## config.mk

```make
export PLATFORM = sky130hd
export DESIGN_NAME = ramp_attenuator
export DESIGN_NICKNAME = d
export VERILOG_FILES = /design/src/rtl/ramp_att_pkg.sv /design/src/rtl/tgt_clamp.sv /design/src/rtl/gain_ramp_fsm.sv /design/src/rtl/sample_scaler.sv /design/src/rtl/ramp_attenuator.sv
export SDC_FILE = /design/constraint.sdc
export NUM_CORES = 1
export LEC_CHECK = 0
export CAP_MARGIN = 15
export CORE_AREA = 3 3 204 206
export CTS_CLUSTER_DIAMETER = 150
export DETAILED_ROUTE_END_ITERATION = 16
export DIE_AREA = 0 0 207 209
export HOLD_SLACK_MARGIN = 0.03
export SYNTH_ARGS = -nofsm -noshare
export SYNTH_HDL_FRONTEND = slang
export SYNTH_HIERARCHICAL = 1
export SYNTH_SLANG_ARGS = --single-unit
```

## constraint.sdc

```tcl
create_clock -name clk -period 9.4 [get_ports clk]
set_input_delay 2.35 -clock clk [delete_from_list [all_inputs] [get_ports clk]]
set_output_delay 2.35 -clock clk [all_outputs]
set_load 0.1 [all_outputs]
```

## src/rtl/ramp_att_pkg.sv

```systemverilog
package ramp_att_pkg;

    // Direction of the gain controller relative to its target
    typedef enum logic [1:0] {
        ST_HOLD = 2'd0,
        ST_RISE = 2'd1,
        ST_FALL = 2'd2
    } ramp_state_e;

endpackage

```

## src/rtl/tgt_clamp.sv

```systemverilog
module tgt_clamp #(
    parameter int GAIN_W = 11
) (
    input  logic [GAIN_W-1:0] raw_i,
    output logic [GAIN_W-1:0] lim_o
);
    localparam logic [GAIN_W-1:0] UNITY = GAIN_W'(1) << (GAIN_W - 1);

    always_comb begin
        lim_o = (raw_i > UNITY) ? UNITY : raw_i;
    end

    // a stored target can never be above unity
    always_comb begin
        assert_clamp_range_R2: assert (lim_o <= UNITY);
    end
endmodule

```

## src/rtl/gain_ramp_fsm.sv

```systemverilog
module gain_ramp_fsm
    import ramp_att_pkg::*;
#(
    parameter int GAIN_W = 11
) (
    input  logic              clk,
    input  logic              rst_n,
    input  logic              frame_stb,
    input  logic              tgt_we,
    input  logic [GAIN_W-1:0] tgt_lim,
    output logic [GAIN_W-1:0] gain_o
);
    localparam logic [GAIN_W-1:0] UNITY = GAIN_W'(1) << (GAIN_W - 1);

    ramp_state_e       state_q, state_d;
    logic [GAIN_W-1:0] gain_q, gain_d;
    logic [GAIN_W-1:0] tgt_q, tgt_d;

    // Next gain, next target and next state
    always_comb begin
        gain_d = gain_q;
        if (frame_stb) begin
            unique case (state_q)
                ST_RISE: gain_d = gain_q + 1'b1;
                ST_FALL: gain_d = gain_q - 1'b1;
                ST_HOLD: gain_d = gain_q;
                default: gain_d = gain_q;
            endcase
        end
        // a write lands after this edge's step
        tgt_d = tgt_we ? tgt_lim : tgt_q;
        if (gain_d < tgt_d) begin
            state_d = ST_RISE;       // go_up / turn_up
        end else if (gain_d > tgt_d) begin
            state_d = ST_FALL;       // go_down / turn_down
        end else begin
            state_d = ST_HOLD;       // arrive
        end
    end

    // State register
    always_ff @(posedge clk) begin
        if (!rst_n) begin
            state_q <= ST_HOLD;
            gain_q  <= '0;
            tgt_q   <= '0;
        end else begin
            state_q <= state_d;
            gain_q  <= gain_d;
            tgt_q   <= tgt_d;
        end
    end

    // Outputs
    always_comb begin
        gain_o = gain_q;
    end

    // exactly one code of movement per strobe, none without
    assert_step_one_R3: assert property (@(posedge clk) disable iff (!rst_n)
        frame_stb |=> (gain_q == $past(gain_q) + 1'b1) ||
                      (gain_q == $past(gain_q) - 1'b1) ||
                      (gain_q == $past(gain_q)));
    assert_no_strobe_still_R3: assert property (@(posedge clk) disable iff (!rst_n)
        !frame_stb |=> $stable(gain_q));
    // parked at target stays parked when target is not rewritten
    assert_hold_parked_R4: assert property (@(posedge clk) disable iff (!rst_n)
        (frame_stb && !tgt_we && gain_q == tgt_q) |=> $stable(gain_q));
    // below target, a strobe always moves the gain up
    assert_rise_moves_R5: assert property (@(posedge clk) disable iff (!rst_n)
        (frame_stb && gain_q < tgt_q) |=> gain_q == $past(gain_q) + 1'b1);
    // above target, a strobe always moves the gain down
    assert_fall_moves_R6: assert property (@(posedge clk) disable iff (!rst_n)
        (frame_stb && gain_q > tgt_q) |=> gain_q == $past(gain_q) - 1'b1);
    // gain never beyond unity
    assert_gain_range_R2: assert property (@(posedge clk) disable iff (!rst_n)
        gain_q <= UNITY);
endmodule

```

## src/rtl/sample_scaler.sv

```systemverilog
module sample_scaler #(
    parameter int SAMPLE_W = 16,
    parameter int GAIN_W   = 11
) (
    input  logic                       clk,
    input  logic                       rst_n,
    input  logic                       load,
    input  logic signed [SAMPLE_W-1:0] sample_i,
    input  logic        [GAIN_W-1:0]   gain_i,
    output logic signed [SAMPLE_W-1:0] sample_o
);
    localparam int PW    = SAMPLE_W + GAIN_W + 1;
    localparam int SHIFT = GAIN_W - 1;
    localparam logic signed [PW-1:0] SAT_HI =
        {{(PW - SAMPLE_W + 1){1'b0}}, {(SAMPLE_W - 1){1'b1}}};
    localparam logic signed [PW-1:0] SAT_LO = -SAT_HI;
    localparam logic signed [SAMPLE_W-1:0] MOST_NEG =
        {1'b1, {(SAMPLE_W - 1){1'b0}}};

    logic signed [PW-1:0]       s_ext, g_ext, prod, shifted, sat;
    logic signed [SAMPLE_W-1:0] out_q;

    always_comb begin
        s_ext   = {{(GAIN_W + 1){sample_i[SAMPLE_W-1]}}, sample_i};
        g_ext   = {{(SAMPLE_W + 1){1'b0}}, gain_i};
        prod    = s_ext * g_ext;
        shifted = prod >>> SHIFT;
        if (shifted > SAT_HI) begin
            sat = SAT_HI;
        end else if (shifted < SAT_LO) begin
            sat = SAT_LO;
        end else begin
            sat = shifted;
        end
    end

    always_ff @(posedge clk) begin
        if (!rst_n) begin
            out_q <= '0;
        end else if (load) begin
            out_q <= sat[SAMPLE_W-1:0];
        end
    end

    assign sample_o = out_q;

    // the asymmetric rail value is never produced
    assert_sym_sat_R8: assert property (@(posedge clk) disable iff (!rst_n)
        out_q != MOST_NEG);
    // outputs hold between strobes
    assert_out_hold_R7: assert property (@(posedge clk) disable iff (!rst_n)
        !load |=> $stable(out_q));
    // zero gain always silences
    assert_mute_zero_R7: assert property (@(posedge clk) disable iff (!rst_n)
        (load && gain_i == '0) |=> out_q == '0);
endmodule

```

## src/rtl/ramp_attenuator.sv

```systemverilog
module ramp_attenuator #(
    parameter int SAMPLE_W = 16,
    parameter int GAIN_W   = 11
) (
    input  logic                       clk,
    input  logic                       rst_n,
    input  logic                       frame_stb,
    input  logic signed [SAMPLE_W-1:0] in_l,
    input  logic signed [SAMPLE_W-1:0] in_r,
    input  logic                       tgt_we,
    input  logic        [GAIN_W-1:0]   tgt_val,
    output logic signed [SAMPLE_W-1:0] out_l,
    output logic signed [SAMPLE_W-1:0] out_r,
    output logic        [GAIN_W-1:0]   gain_now
);
    localparam int NUM_CH = 2;

    logic [GAIN_W-1:0]          tgt_lim;
    logic [GAIN_W-1:0]          gain_cur;
    logic signed [SAMPLE_W-1:0] ch_in  [NUM_CH];
    logic signed [SAMPLE_W-1:0] ch_out [NUM_CH];

    tgt_clamp #(.GAIN_W(GAIN_W)) u_clamp (
        .raw_i (tgt_val),
        .lim_o (tgt_lim)
    );

    gain_ramp_fsm #(.GAIN_W(GAIN_W)) u_fsm (
        .clk       (clk),
        .rst_n     (rst_n),
        .frame_stb (frame_stb),
        .tgt_we    (tgt_we),
        .tgt_lim   (tgt_lim),
        .gain_o    (gain_cur)
    );

    assign ch_in[0] = in_l;
    assign ch_in[1] = in_r;

    for (genvar c = 0; c < NUM_CH; c++) begin : g_ch
        sample_scaler #(.SAMPLE_W(SAMPLE_W), .GAIN_W(GAIN_W)) u_scale (
            .clk      (clk),
            .rst_n    (rst_n),
            .load     (frame_stb),
            .sample_i (ch_in[c]),
            .gain_i   (gain_cur),
            .sample_o (ch_out[c])
        );
    end

    assign out_l    = ch_out[0];
    assign out_r    = ch_out[1];
    assign gain_now = gain_cur;
endmodule

```

==> impl_metrics.py, run 1 <==
metrics = {
    "status": {
        "status": "completed",
    },
    "critical_path": {
        "cp.required_ns": 9.56,
        "r2r_cells": 21,
        "slowest_stage": "clkdlybuf4s50_1",
        "critPathMaxStageDelay_ns": 0.81,
        "critPathKind": "primary input to flop",
        "end_kind": "flop",
        "crit_path_start": "in_r[7]",
        "r2r_slack_ns": 2.23,
        "reg2reg_to": "g_ch[1].u_scale/sample_o[0]$_SDFFE_PN0P_",
        "worstSetupStartpointType": "primary input",
        "path_cells": "clkdlybuf4s50_1 > nand2_1 > fa_1 > inv_1 > fa_1 > fa_1 > fa_1 > inv_1 > fa_1 > inv_1 > ha_1 > a21oi_1 > o21ai_1 > or3_4 > a211oi_4 > o41ai_2 > o2111a_1 > a211oi_2 > a311oi_1 > nor2_2 > a41oi_2",
        "cp.arrival_ns": 8.83,
        "path_buf_inv": 4,
        "r2r-start": "u_fsm/gain_o[3]$_SDFF_PN0_",
        "path_max_fanout": 15,
        "cp_common_cell": "fa_1",
        "critPathTopFamily": "adder cells",
    },
    "power_and_ir_drop": {
        "power.density_nw_per_um2": 198.8,
        "clkPwrFrac": 0.066,
        "power_mw": 3.598,
        "power_switching_share": 0.5929,
        "peakVddDrop_mv": 0.1225,
        "pwr-share-comb": 0.831,
        "p_int_mw": 1.465,
        "p_leak_nw": 9.036,
        "power.switching_mw": 2.133,
        "seq_power_share": 0.103,
    },
    "clocking": {
        "root_buffer": "clkbuf_16",
        "cts_resized": 0,
        "cts_tree": "done",
        "hold_buffers": 0,
        "cts_buffer_depth": 2,
        "htreeDepth": 2,
        "clk_latency_ns": 0.31,
        "cts.clk_slew.worst_paths_ns": 0.08,
        "cts_made_buffers": 5,
        "cts_sinks": 56,
        "post_cts.repair.setup_buffers": 0,
    },
    "sta": {
        "setup_viol": 0,
        "finalSetupTns_ns": 0,
        "hold_viol_final": 0,
        "hold_slack_ns": 0.4886,
        "period_needed_ns": 8.673,
        "finalMaxSlewViolations": 0,
        "tightest_slew_ns": 1.141,
        "max_slew_margin": 0.2370,
        "rsz0062_at_grt": "false",
        "max_freq_ghz": 0.1153,
        "fin_crit_sh": 0.9226,
        "fin_ws_ns": 0.7273,
        "fin_skew_ns": 0.006220,
    },
    "global_routing": {
        "grt_max_degree": 46,
        "antenna_found_initial": 2,
        "track_usage": 0.1991,
        "use_met3": 0.02102,
        "grt_pass1_vias": 14120,
        "use_met1": 0.2682,
        "grt_pass1_wl_mm": 71.01,
        "gr-total-overflow": 0,
        "global_route.usage.met2": 0.3433,
        "busiest_layer": "met2",
    },
    "synth": {
        "syn_avg_cell_area_um2": 8.430,
        "synthCells": 1977,
        "yosys_register_bits": 56,
        "async_flop_share": 0,
        "synth_most_common_cell": "inv_1",
        "syn_nets": 2474,
        "synth-main-ff-cell": "dfxtp_1",
        "yosysWarnings": 6,
        "yosysTopAreaCell": "fa_1",
        "synthTopCellsByArea": "fa_1, inv_1, ha_1",
        "ys_types": 90,
        "synth_edf_count": 0,
        "syn_area_um2": 16670,
        "yosysTopAreaCellShare": 0.3844,
        "yosysSeqAreaShare": 0.06727,
        "yosys-top-cells-count": "inv_1, fa_1, nand2_1",
    },
    "final_layout": {
        "final_util": 0.4546,
        "instances_no_fill": 2526,
        "fin_nets": 2496,
        "fin_area_um2": 18100,
        "area_growth_pct": 8.619,
        "nFillCells": 3988,
        "multi_input_comb_area_um2": 13430,
        "final-seq-area_um2": 1124,
        "layout-drive-gt1-share": 0.04050,
    },
    "placed_design": {
        "placed_area_um2": 17920,
        "post-place-ws_ns": 0.4143,
        "place_hpwl_mm": 32.96,
        "io_buffers": 89,
        "place_congestion": 0.8840,
        "placed_cells": 2517,
    },
    "detailed_routing": {
        "wl_per_cell_um": 16.40,
        "drt-total-wl_mm": 41.41,
        "detail-route-antenna-nets": 0,
        "drt_iter0_markers": 722,
        "vias": 13040,
        "drt_pre_antenna_iters": 5,
        "vias_per_cell": 5.162,
        "drc": 0,
    },
    "run": {
        "cap_violations": 0,
    },
    "min_path": {
        "hold_class": "flop to flop",
        "min_delay_path_depth": 2,
        "min_from": "g_ch[1].u_scale/sample_o[15]$_SDFFE_PN0P_",
        "holdPathEnd": "g_ch[1].u_scale/sample_o[15]$_SDFFE_PN0P_",
    },
    "floorplanning": {
        "die_area_um2": 43260,
        "num_rows": 73,
        "ios": 90,
        "dieWidth_um": 207,
        "start_util": 0.4185,
        "core_um2": 39820,
        "die_y_um": 209,
    },
}
[metal layers]
layer	share of wire	vias to the layer above	wire (um)
li1	-	6099	-
met1	0.45	6581	18660
met2	0.48	303	20080
met3	0.039	53	1627
met4	0.025	2	1035
met5	0.00036	-	15
[power by group through the flow]
stage | logic, mW | clock network, mW | registers, mW
after floorplan | 1.97 | 0 | 0.749
after global placement | 2.96 | 0 | 0.374
after detailed placement | 3.00 | 0 | 0.377
after CTS | 3.02 | 0.243 | 0.372
after global routing | 3.39 | 0.251 | 0.379
final | 2.99 | 0.237 | 0.371
[flip-flops by register name, summed over array words and instances, names as in the netlist]
register / count
u_fsm/gain_o: 11
g_ch.u_scale/sample_o: 32
u_fsm/state_q: 2
u_fsm/tgt_q: 11
[area by class of cell]
type                    instances  share of cell area
diodes                          1           0.0001382
clock buffers                   6            0.007672
clock inverters                 2            0.002143
inverters                     455             0.09435
multi-input cells            1377              0.7419
flip-flops and latches         56             0.06207
well taps                     525             0.03629
repair buffers                104             0.05543
[worst max path at each step]
stage	to	slack [ns]	cells after the start
after floorplan	g_ch[0].u_scale/sample_o[12]$_SDFFE_PN0P_	1.47	22
after detailed placement	g_ch[1].u_scale/sample_o[0]$_SDFFE_PN0P_	0.41	21
after CTS	g_ch[1].u_scale/sample_o[0]$_SDFFE_PN0P_	0.73	21
final	g_ch[1].u_scale/sample_o[0]$_SDFFE_PN0P_	0.73	21
after global placement	g_ch[1].u_scale/sample_o[0]$_SDFFE_PN0P_	0.51	19
after global routing	g_ch[0].u_scale/sample_o[8]$_SDFFE_PN0P_	0.32	21
[logic make-up after synthesis]
| group | Yosys count | synth area share |
|---|---|---|
| simple gates | 594 | 0.1751 |
| buf+inv | 544 | 0.1269 |
| fa+ha+maj | 450 | 0.4820 |
| compound gates | 261 | 0.1087 |
| flops | 56 | 0.06727 |
| xor+xnor | 55 | 0.02973 |
| mux | 17 | 0.01029 |
[worst register-to-register path, delay by kind of cell (launching register included)]
kind,cells,cell delay (ns)
compound gates,8,1.59
fa+ha+maj,6,2.86
buf+inv,4,0.62
flops,1,0.92
simple gates,3,1.04
[layout by cell type, fill, tap and decap left out, types with 7 or more instances in the layout]
master / instances
o21a_1: 14
xor2_1: 18
o31ai_1: 12
a21o_1: 9
nand3_1: 14
o211ai_1: 7
nor2b_2: 8
clkdlybuf4s50_1: 89
fa_1: 320
xnor2_1: 36
nor2b_1: 9
a21oi_2: 9
inv_1: 455
o21ai_0: 67
nand4_1: 14
a31oi_1: 8
mux2i_1: 16
nor3_1: 10
nand2b_1: 11
a211oi_1: 12
nor2_1: 64
and2_1: 114
buf_4: 15
a21oi_1: 55
dfxtp_1: 54
nand2_1: 297
ha_1: 130
o21ai_1: 7
No activity file was read; power rests on OpenSTA's default activity.
==> inputs of run 2 (changes only) <==
--- a/config.mk
+++ b/config.mk
@@ -6,10 +6,11 @@
 export NUM_CORES = 1
 export LEC_CHECK = 0
 export CAP_MARGIN = 15
-export CORE_AREA = 3 3 204 206
+export CORE_AREA = 3 3 209 211
 export CTS_CLUSTER_DIAMETER = 150
 export DETAILED_ROUTE_END_ITERATION = 16
-export DIE_AREA = 0 0 207 209
+export DIE_AREA = 0 0 212 214
+export DONT_BUFFER_PORTS = 1
 export HOLD_SLACK_MARGIN = 0.03
 export SYNTH_ARGS = -nofsm -noshare
 export SYNTH_HDL_FRONTEND = slang
==> run 2 against run 1 <==
Worst setup slack gained 0.47 ns. Highest routed layer is now met4. Clock skew grew 0.0040 ns. Core utilization shrank 4.5 points. Maximum frequency grew 5.7%. Routed wire length shrank 3.3%. Sequential cell count is the same. Sequential share of layout area grew 0.40 points. Critical endpoint is now g_ch[0].u_scale/sample_o[8]$_SDFFE_PN0P_. Global-route usage shrank 1.0 points. Cell count shrank 3.1%.
==> impl_metrics.py, run 2 (same netlist as run 1, synthesis figures left out) <==
metrics = {
    "status": {
        "status": "completed",
    },
    "detailed_routing": {
        "drt-total-wl_mm": 40.05,
        "detail-route-antenna-nets": 0,
        "drc": 0,
        "wl_per_cell_um": 16.37,
        "vias": 12600,
        "vias_per_cell": 5.148,
        "drt_pre_antenna_iters": 5,
        "drt_iter0_markers": 580,
    },
    "global_routing": {
        "use_met3": 0.03017,
        "busiest_layer": "met2",
        "antenna_found_initial": 0,
        "grt_pass1_wl_mm": 69.81,
        "grt_pass1_vias": 14100,
        "track_usage": 0.1886,
        "global_route.usage.met2": 0.3253,
        "grt_max_degree": 43,
        "gr-total-overflow": 0,
        "use_met1": 0.2476,
    },
    "sta": {
        "tightest_slew_ns": 1.122,
        "period_needed_ns": 8.203,
        "rsz0062_at_grt": "false",
        "finalMaxSlewViolations": 0,
        "fin_crit_sh": 0.8727,
        "setup_viol": 0,
        "max_freq_ghz": 0.1219,
        "hold_viol_final": 0,
        "fin_skew_ns": 0.01023,
        "max_slew_margin": 0.2510,
        "finalSetupTns_ns": 0,
    },
    "critical_path": {
        "critical_path_depth": 18,
        "r2r_slack_ns": 2.08,
        "critPathMaxStageDelay_ns": 0.76,
        "worstSetupStartpointType": "primary input",
        "path_max_fanout": 14,
        "slowest_stage": "fa_1",
        "r2r_cells": 20,
        "reg2reg_to": "g_ch[0].u_scale/sample_o[8]$_SDFFE_PN0P_",
        "cp.arrival_ns": 8.40,
        "path_buf_inv": 2,
        "cp_common_cell": "fa_1",
        "path_cells": "and2_1 > fa_1 > fa_1 > fa_1 > fa_1 > inv_1 > fa_1 > inv_1 > ha_1 > nand4_1 > or2_2 > a2111o_1 > a31oi_4 > nor2_1 > o211a_1 > a41oi_2 > o21ai_1 > o211a_1",
        "crit_path_start": "in_l[15]",
        "end_kind": "flop",
        "critPathCapture": "g_ch[0].u_scale/sample_o[8]$_SDFFE_PN0P_",
        "cp.required_ns": 9.60,
        "critPathTopFamily": "adder cells",
        "critPathKind": "primary input to flop",
        "r2r-start": "u_fsm/gain_o[4]$_SDFF_PN0_",
    },
    "floorplanning": {
        "die_area_um2": 45370,
        "start_util": 0.3973,
        "dieWidth_um": 212,
        "die_y_um": 214,
        "ios": 90,
        "num_rows": 75,
        "core_um2": 41950,
    },
    "clocking": {
        "cts.clk_slew.worst_paths_ns": 0.07,
        "root_buffer": "clkbuf_16",
        "cts_buffer_depth": 2,
        "cts_sinks": 56,
        "cts_tree": "done",
        "clk_latency_ns": 0.30,
        "htreeDepth": 2,
        "hold_buffers": 0,
        "post_cts.repair.setup_buffers": 0,
        "cts_resized": 0,
        "cts_made_buffers": 5,
    },
    "run": {
        "cap_violations": 0,
    },
    "final_layout": {
        "nFillCells": 4222,
        "antenna_cells": 0,
        "fin_nets": 2404,
        "largest_reg_flops": 32,
        "area_growth_pct": 3.123,
        "layout-drive-gt1-share": 0.04560,
        "multi_input_comb_area_um2": 13430,
        "final_common_cell": "inv_1",
        "final-seq-area_um2": 1135,
        "final_cell_mix": "inv_1, fa_1, nand2_1, ha_1, and2_1",
    },
    "power_and_ir_drop": {
        "power.density_nw_per_um2": 196.7,
        "power_mw": 3.381,
        "peakVddDrop_mv": 0.09322,
        "p_leak_nw": 8.683,
    },
    "placed_design": {
        "place_hpwl_mm": 32.82,
        "place_congestion": 0.8859,
        "io_buffers": 0,
    },
    "min_path": {
        "hold_class": "flop to flop",
    },
}
run 2: changes by cell type in the layout (fill, tap and decap cells not counted):
cell,change
diode_2,-1
buf_4,-3
dfxtp_2,+9
clkdlybuf4s50_1,-89
clkinv_4,-1
bufinv_16,-1
dfxtp_1,-9
clkinv_2,+2
run 2: layout make-up:
class,instances,share of cell area
Multi-Input combinational cell,1377,0.7815
Inverter,455,0.09937
Sequential cell,56,0.06603
Tap cell,539,0.03924
Clock buffer,6,0.008081
Timing Repair Buffer,12,0.005242
Clock inverter,2,0.0005824
run 2: metal layers:
metal  share of wire  vias up
li1                -     5913
met1            0.44     6380
met2            0.48      261
met3           0.053       44
met4           0.023        0
met5               0        -
run 2: how the worst min path moves through the flow:
stage / startpoint / endpoint / cells after the start
global placement: u_fsm/tgt_q[10]$_SDFF_PN0_ / u_fsm/tgt_q[10]$_SDFF_PN0_ / 2
CTS: u_fsm/tgt_q[6]$_SDFF_PN0_ / u_fsm/tgt_q[6]$_SDFF_PN0_ / 2
finish: u_fsm/tgt_q[6]$_SDFF_PN0_ / u_fsm/tgt_q[6]$_SDFF_PN0_ / 2
detailed placement: u_fsm/tgt_q[6]$_SDFF_PN0_ / u_fsm/tgt_q[6]$_SDFF_PN0_ / 2
global route: u_fsm/tgt_q[6]$_SDFF_PN0_ / u_fsm/tgt_q[6]$_SDFF_PN0_ / 2
floorplan: u_fsm/tgt_q[10]$_SDFF_PN0_ / u_fsm/tgt_q[10]$_SDFF_PN0_ / 2
run 2: power breakdown:
group          leakage [nW]  internal [mW]  switching (mW)
clock                0.0766          0.105          0.0871
combinational          8.14          0.920            1.50
sequential            0.466          0.303           0.467
total                  8.68           1.33            2.05
run 2: tightest hold or removal path, stage by stage, from the launching register on:
cell     delay, ns
dfxtp_1       0.31
mux2i_1       0.09
nor2_1        0.09
run 2: stage by stage:
step	std cells	instance area, um2	hold slack (ns)	worst slack, ns	util
5_1_grt	2447	17190	0.5514	0.7991	0.4097
6_report	2447	17190	0.5211	1.197	0.4097
2_1_floorplan	1977	16670	0.4615	1.474	-
4_1_cts	2447	17190	0.5241	1.240	0.4097
3_3_place_gp	2439	17040	0.4956	1.076	0.4062
3_5_place_dp	2439	17040	0.5015	0.9363	0.4062
==> inputs of run 3 (changes only) <==
--- a/config.mk
+++ b/config.mk
@@ -6,10 +6,10 @@
 export NUM_CORES = 1
 export LEC_CHECK = 0
 export CAP_MARGIN = 15
-export CORE_AREA = 3 3 209 211
+export CORE_AREA = 4 4 210 212
 export CTS_CLUSTER_DIAMETER = 150
 export DETAILED_ROUTE_END_ITERATION = 16
-export DIE_AREA = 0 0 212 214
+export DIE_AREA = 0 0 214 216
 export DONT_BUFFER_PORTS = 1
 export HOLD_SLACK_MARGIN = 0.03
 export SYNTH_ARGS = -nofsm -noshare
==> run 3 against run 2 <==
Global-route usage down 0.48 points. Register-to-register slack worse by 0.05 ns. Largest cell class unchanged. Via count up 0.13%. Largest power group unchanged. Combinational power about the same. Final area about the same.
==> impl_metrics.py, run 3 (same netlist as run 1, synthesis figures left out) <==
metrics = {
    "detailed_routing": {
        "detail-route-antenna-nets": 0,
        "drc": 0,
        "wl_per_cell_um": 16.44,
        "vias_per_cell": 5.155,
        "vias": 12610,
        "drt-total-wl_mm": 40.23,
        "drt_iter0_markers": 634,
        "drt_pre_antenna_iters": 7,
    },
    "placed_design": {
        "place_hpwl_mm": 32.87,
        "io_buffers": 0,
        "place_congestion": 0.8837,
    },
    "floorplanning": {
        "die_y_um": 216,
        "die_area_um2": 46220,
        "core_um2": 41950,
        "num_rows": 75,
        "start_util": 0.3973,
        "ios": 90,
        "dieWidth_um": 214,
    },
    "final_layout": {
        "nFillCells": 4248,
        "fin_nets": 2404,
        "largest_reg_flops": 32,
        "layout-drive-gt1-share": 0.04560,
        "antenna_cells": 0,
        "final-seq-area_um2": 1135,
        "final_cell_mix": "inv_1, fa_1, nand2_1, ha_1, and2_1",
        "final_common_cell": "inv_1",
        "multi_input_comb_area_um2": 13430,
        "area_growth_pct": 3.108,
    },
    "critical_path": {
        "slowest_stage": "a41oi_2",
        "path_max_fanout": 14,
        "end_kind": "flop",
        "worstSetupStartpointType": "primary input",
        "cp.arrival_ns": 8.35,
        "critPathMaxStageDelay_ns": 0.67,
        "path_buf_inv": 3,
        "critPathTopFamily": "adder cells",
        "cp.required_ns": 9.60,
        "path_cells": "nand2_1 > inv_1 > fa_1 > fa_1 > fa_1 > fa_1 > inv_1 > fa_1 > inv_1 > ha_1 > nand4_1 > or2_2 > a2111o_1 > a31oi_4 > nor2_1 > o211a_1 > a41oi_2 > o21ai_1 > o211a_1",
        "critPathKind": "primary input to flop",
        "cp_common_cell": "fa_1",
    },
    "sta": {
        "max_freq_ghz": 0.1227,
        "max_slew_margin": 0.2404,
        "period_needed_ns": 8.149,
        "finalSetupTns_ns": 0,
        "rsz0062_at_grt": "false",
        "fin_crit_sh": 0.8669,
        "tightest_slew_ns": 1.138,
        "fin_skew_ns": 0.006012,
        "hold_slack_ns": 0.5071,
        "hold_viol_final": 0,
        "finalMaxSlewViolations": 0,
        "setup_viol": 0,
    },
    "global_routing": {
        "grt_pass1_vias": 14030,
        "gr-total-overflow": 0,
        "grt_pass1_wl_mm": 70.95,
        "track_usage": 0.1838,
        "grt_max_degree": 41,
        "antenna_found_initial": 0,
    },
    "clocking": {
        "cts_tree": "done",
        "cts_resized": 0,
        "post_cts.repair.setup_buffers": 0,
        "clk_latency_ns": 0.30,
        "cts_buffer_depth": 2,
        "cts.clk_slew.worst_paths_ns": 0.08,
        "htreeDepth": 2,
        "cts_sinks": 56,
        "hold_buffers": 0,
        "cts_made_buffers": 5,
        "root_buffer": "clkbuf_16",
    },
    "power_and_ir_drop": {
        "power.density_nw_per_um2": 197.2,
        "peakVddDrop_mv": 0.1194,
        "p_leak_nw": 8.677,
    },
    "run": {
        "cap_violations": 0,
    },
    "min_path": {
        "hold_class": "flop to flop",
    },
    "status": {
        "status": "completed",
    },
}
run 3: cell count changes in the layout (fill, tap and decap cells not counted), sizes merged:
| cell | before | now |
|---|---|---|
| inv | 455 | 456 |
| clkinv | 2 | 1 |
| clkbuf | 6 | 5 |
| clkinvlp | 0 | 1 |
run 3: per-stage QoR:
stage	instance area, um2	setup WS [ns]	std cells	utilization	total power, mW
after floorplan	16670	1.474	1977	-	2.714
after global placement	17040	1.079	2439	0.4062	3.164
after detailed placement	17040	0.9480	2439	0.4062	3.209
after CTS	17180	1.255	2447	0.4097	3.431
after global routing	17180	0.8113	2447	0.4097	3.799
final	17180	1.251	2447	0.4097	3.389
run 3: cell type report:
type | count | share of cell area
clock buffer | 5 | 0.007281
clock inverter | 3 | 0.001238
inverter | 455 | 0.09939
multi-input combinational | 1377 | 0.7816
sequential | 56 | 0.06604
tap | 539 | 0.03925
timing repair buffer | 12 | 0.005242
run 3: per-layer routing:
metal  share of wire  track usage
met5               0            0
met4          0.0091      0.02334
met3           0.056      0.03277
met2            0.50       0.3327
met1            0.43       0.2375
run 3: power breakdown:
part           switching, mW  internal (mW)  leakage (nW)  total, mW
clock                  0.100         0.0999        0.0702      0.200
sequential             0.477          0.303         0.466      0.779
combinational           1.49          0.921          8.14       2.41
total                   2.07           1.32          8.68       3.39
run 3: final timing paths:
path | startpoint | end | slack, ns | cells after the start
min | u_fsm/tgt_q[10]$_SDFF_PN0_ | u_fsm/tgt_q[10]$_SDFF_PN0_ | 0.51 | 2
max reg2reg | u_fsm/gain_o[4]$_SDFF_PN0_ | g_ch[0].u_scale/sample_o[8]$_SDFFE_PN0P_ | 2.03 | 20
min reg2reg | u_fsm/tgt_q[10]$_SDFF_PN0_ | u_fsm/tgt_q[10]$_SDFF_PN0_ | 0.51 | 2
max | in_l[15] | g_ch[0].u_scale/sample_o[8]$_SDFFE_PN0P_ | 1.25 | 19
run 3: worst register-to-register path: stages (launching register included):
cell	delay, ns
dfxtp_2	0.87
buf_4	0.56
nand2_1	0.14
fa_1	0.51
fa_1	0.52
inv_1	0.05
fa_1	0.47
fa_1	0.54
inv_1	0.05
fa_1	0.53
inv_1	0.04
ha_1	0.43
nand4_1	0.18
or2_2	0.32
a2111o_1	0.37
a31oi_4	0.25
nor2_1	0.08
o211a_1	0.38
a41oi_2	0.67
o21ai_1	0.16
o211a_1	0.14
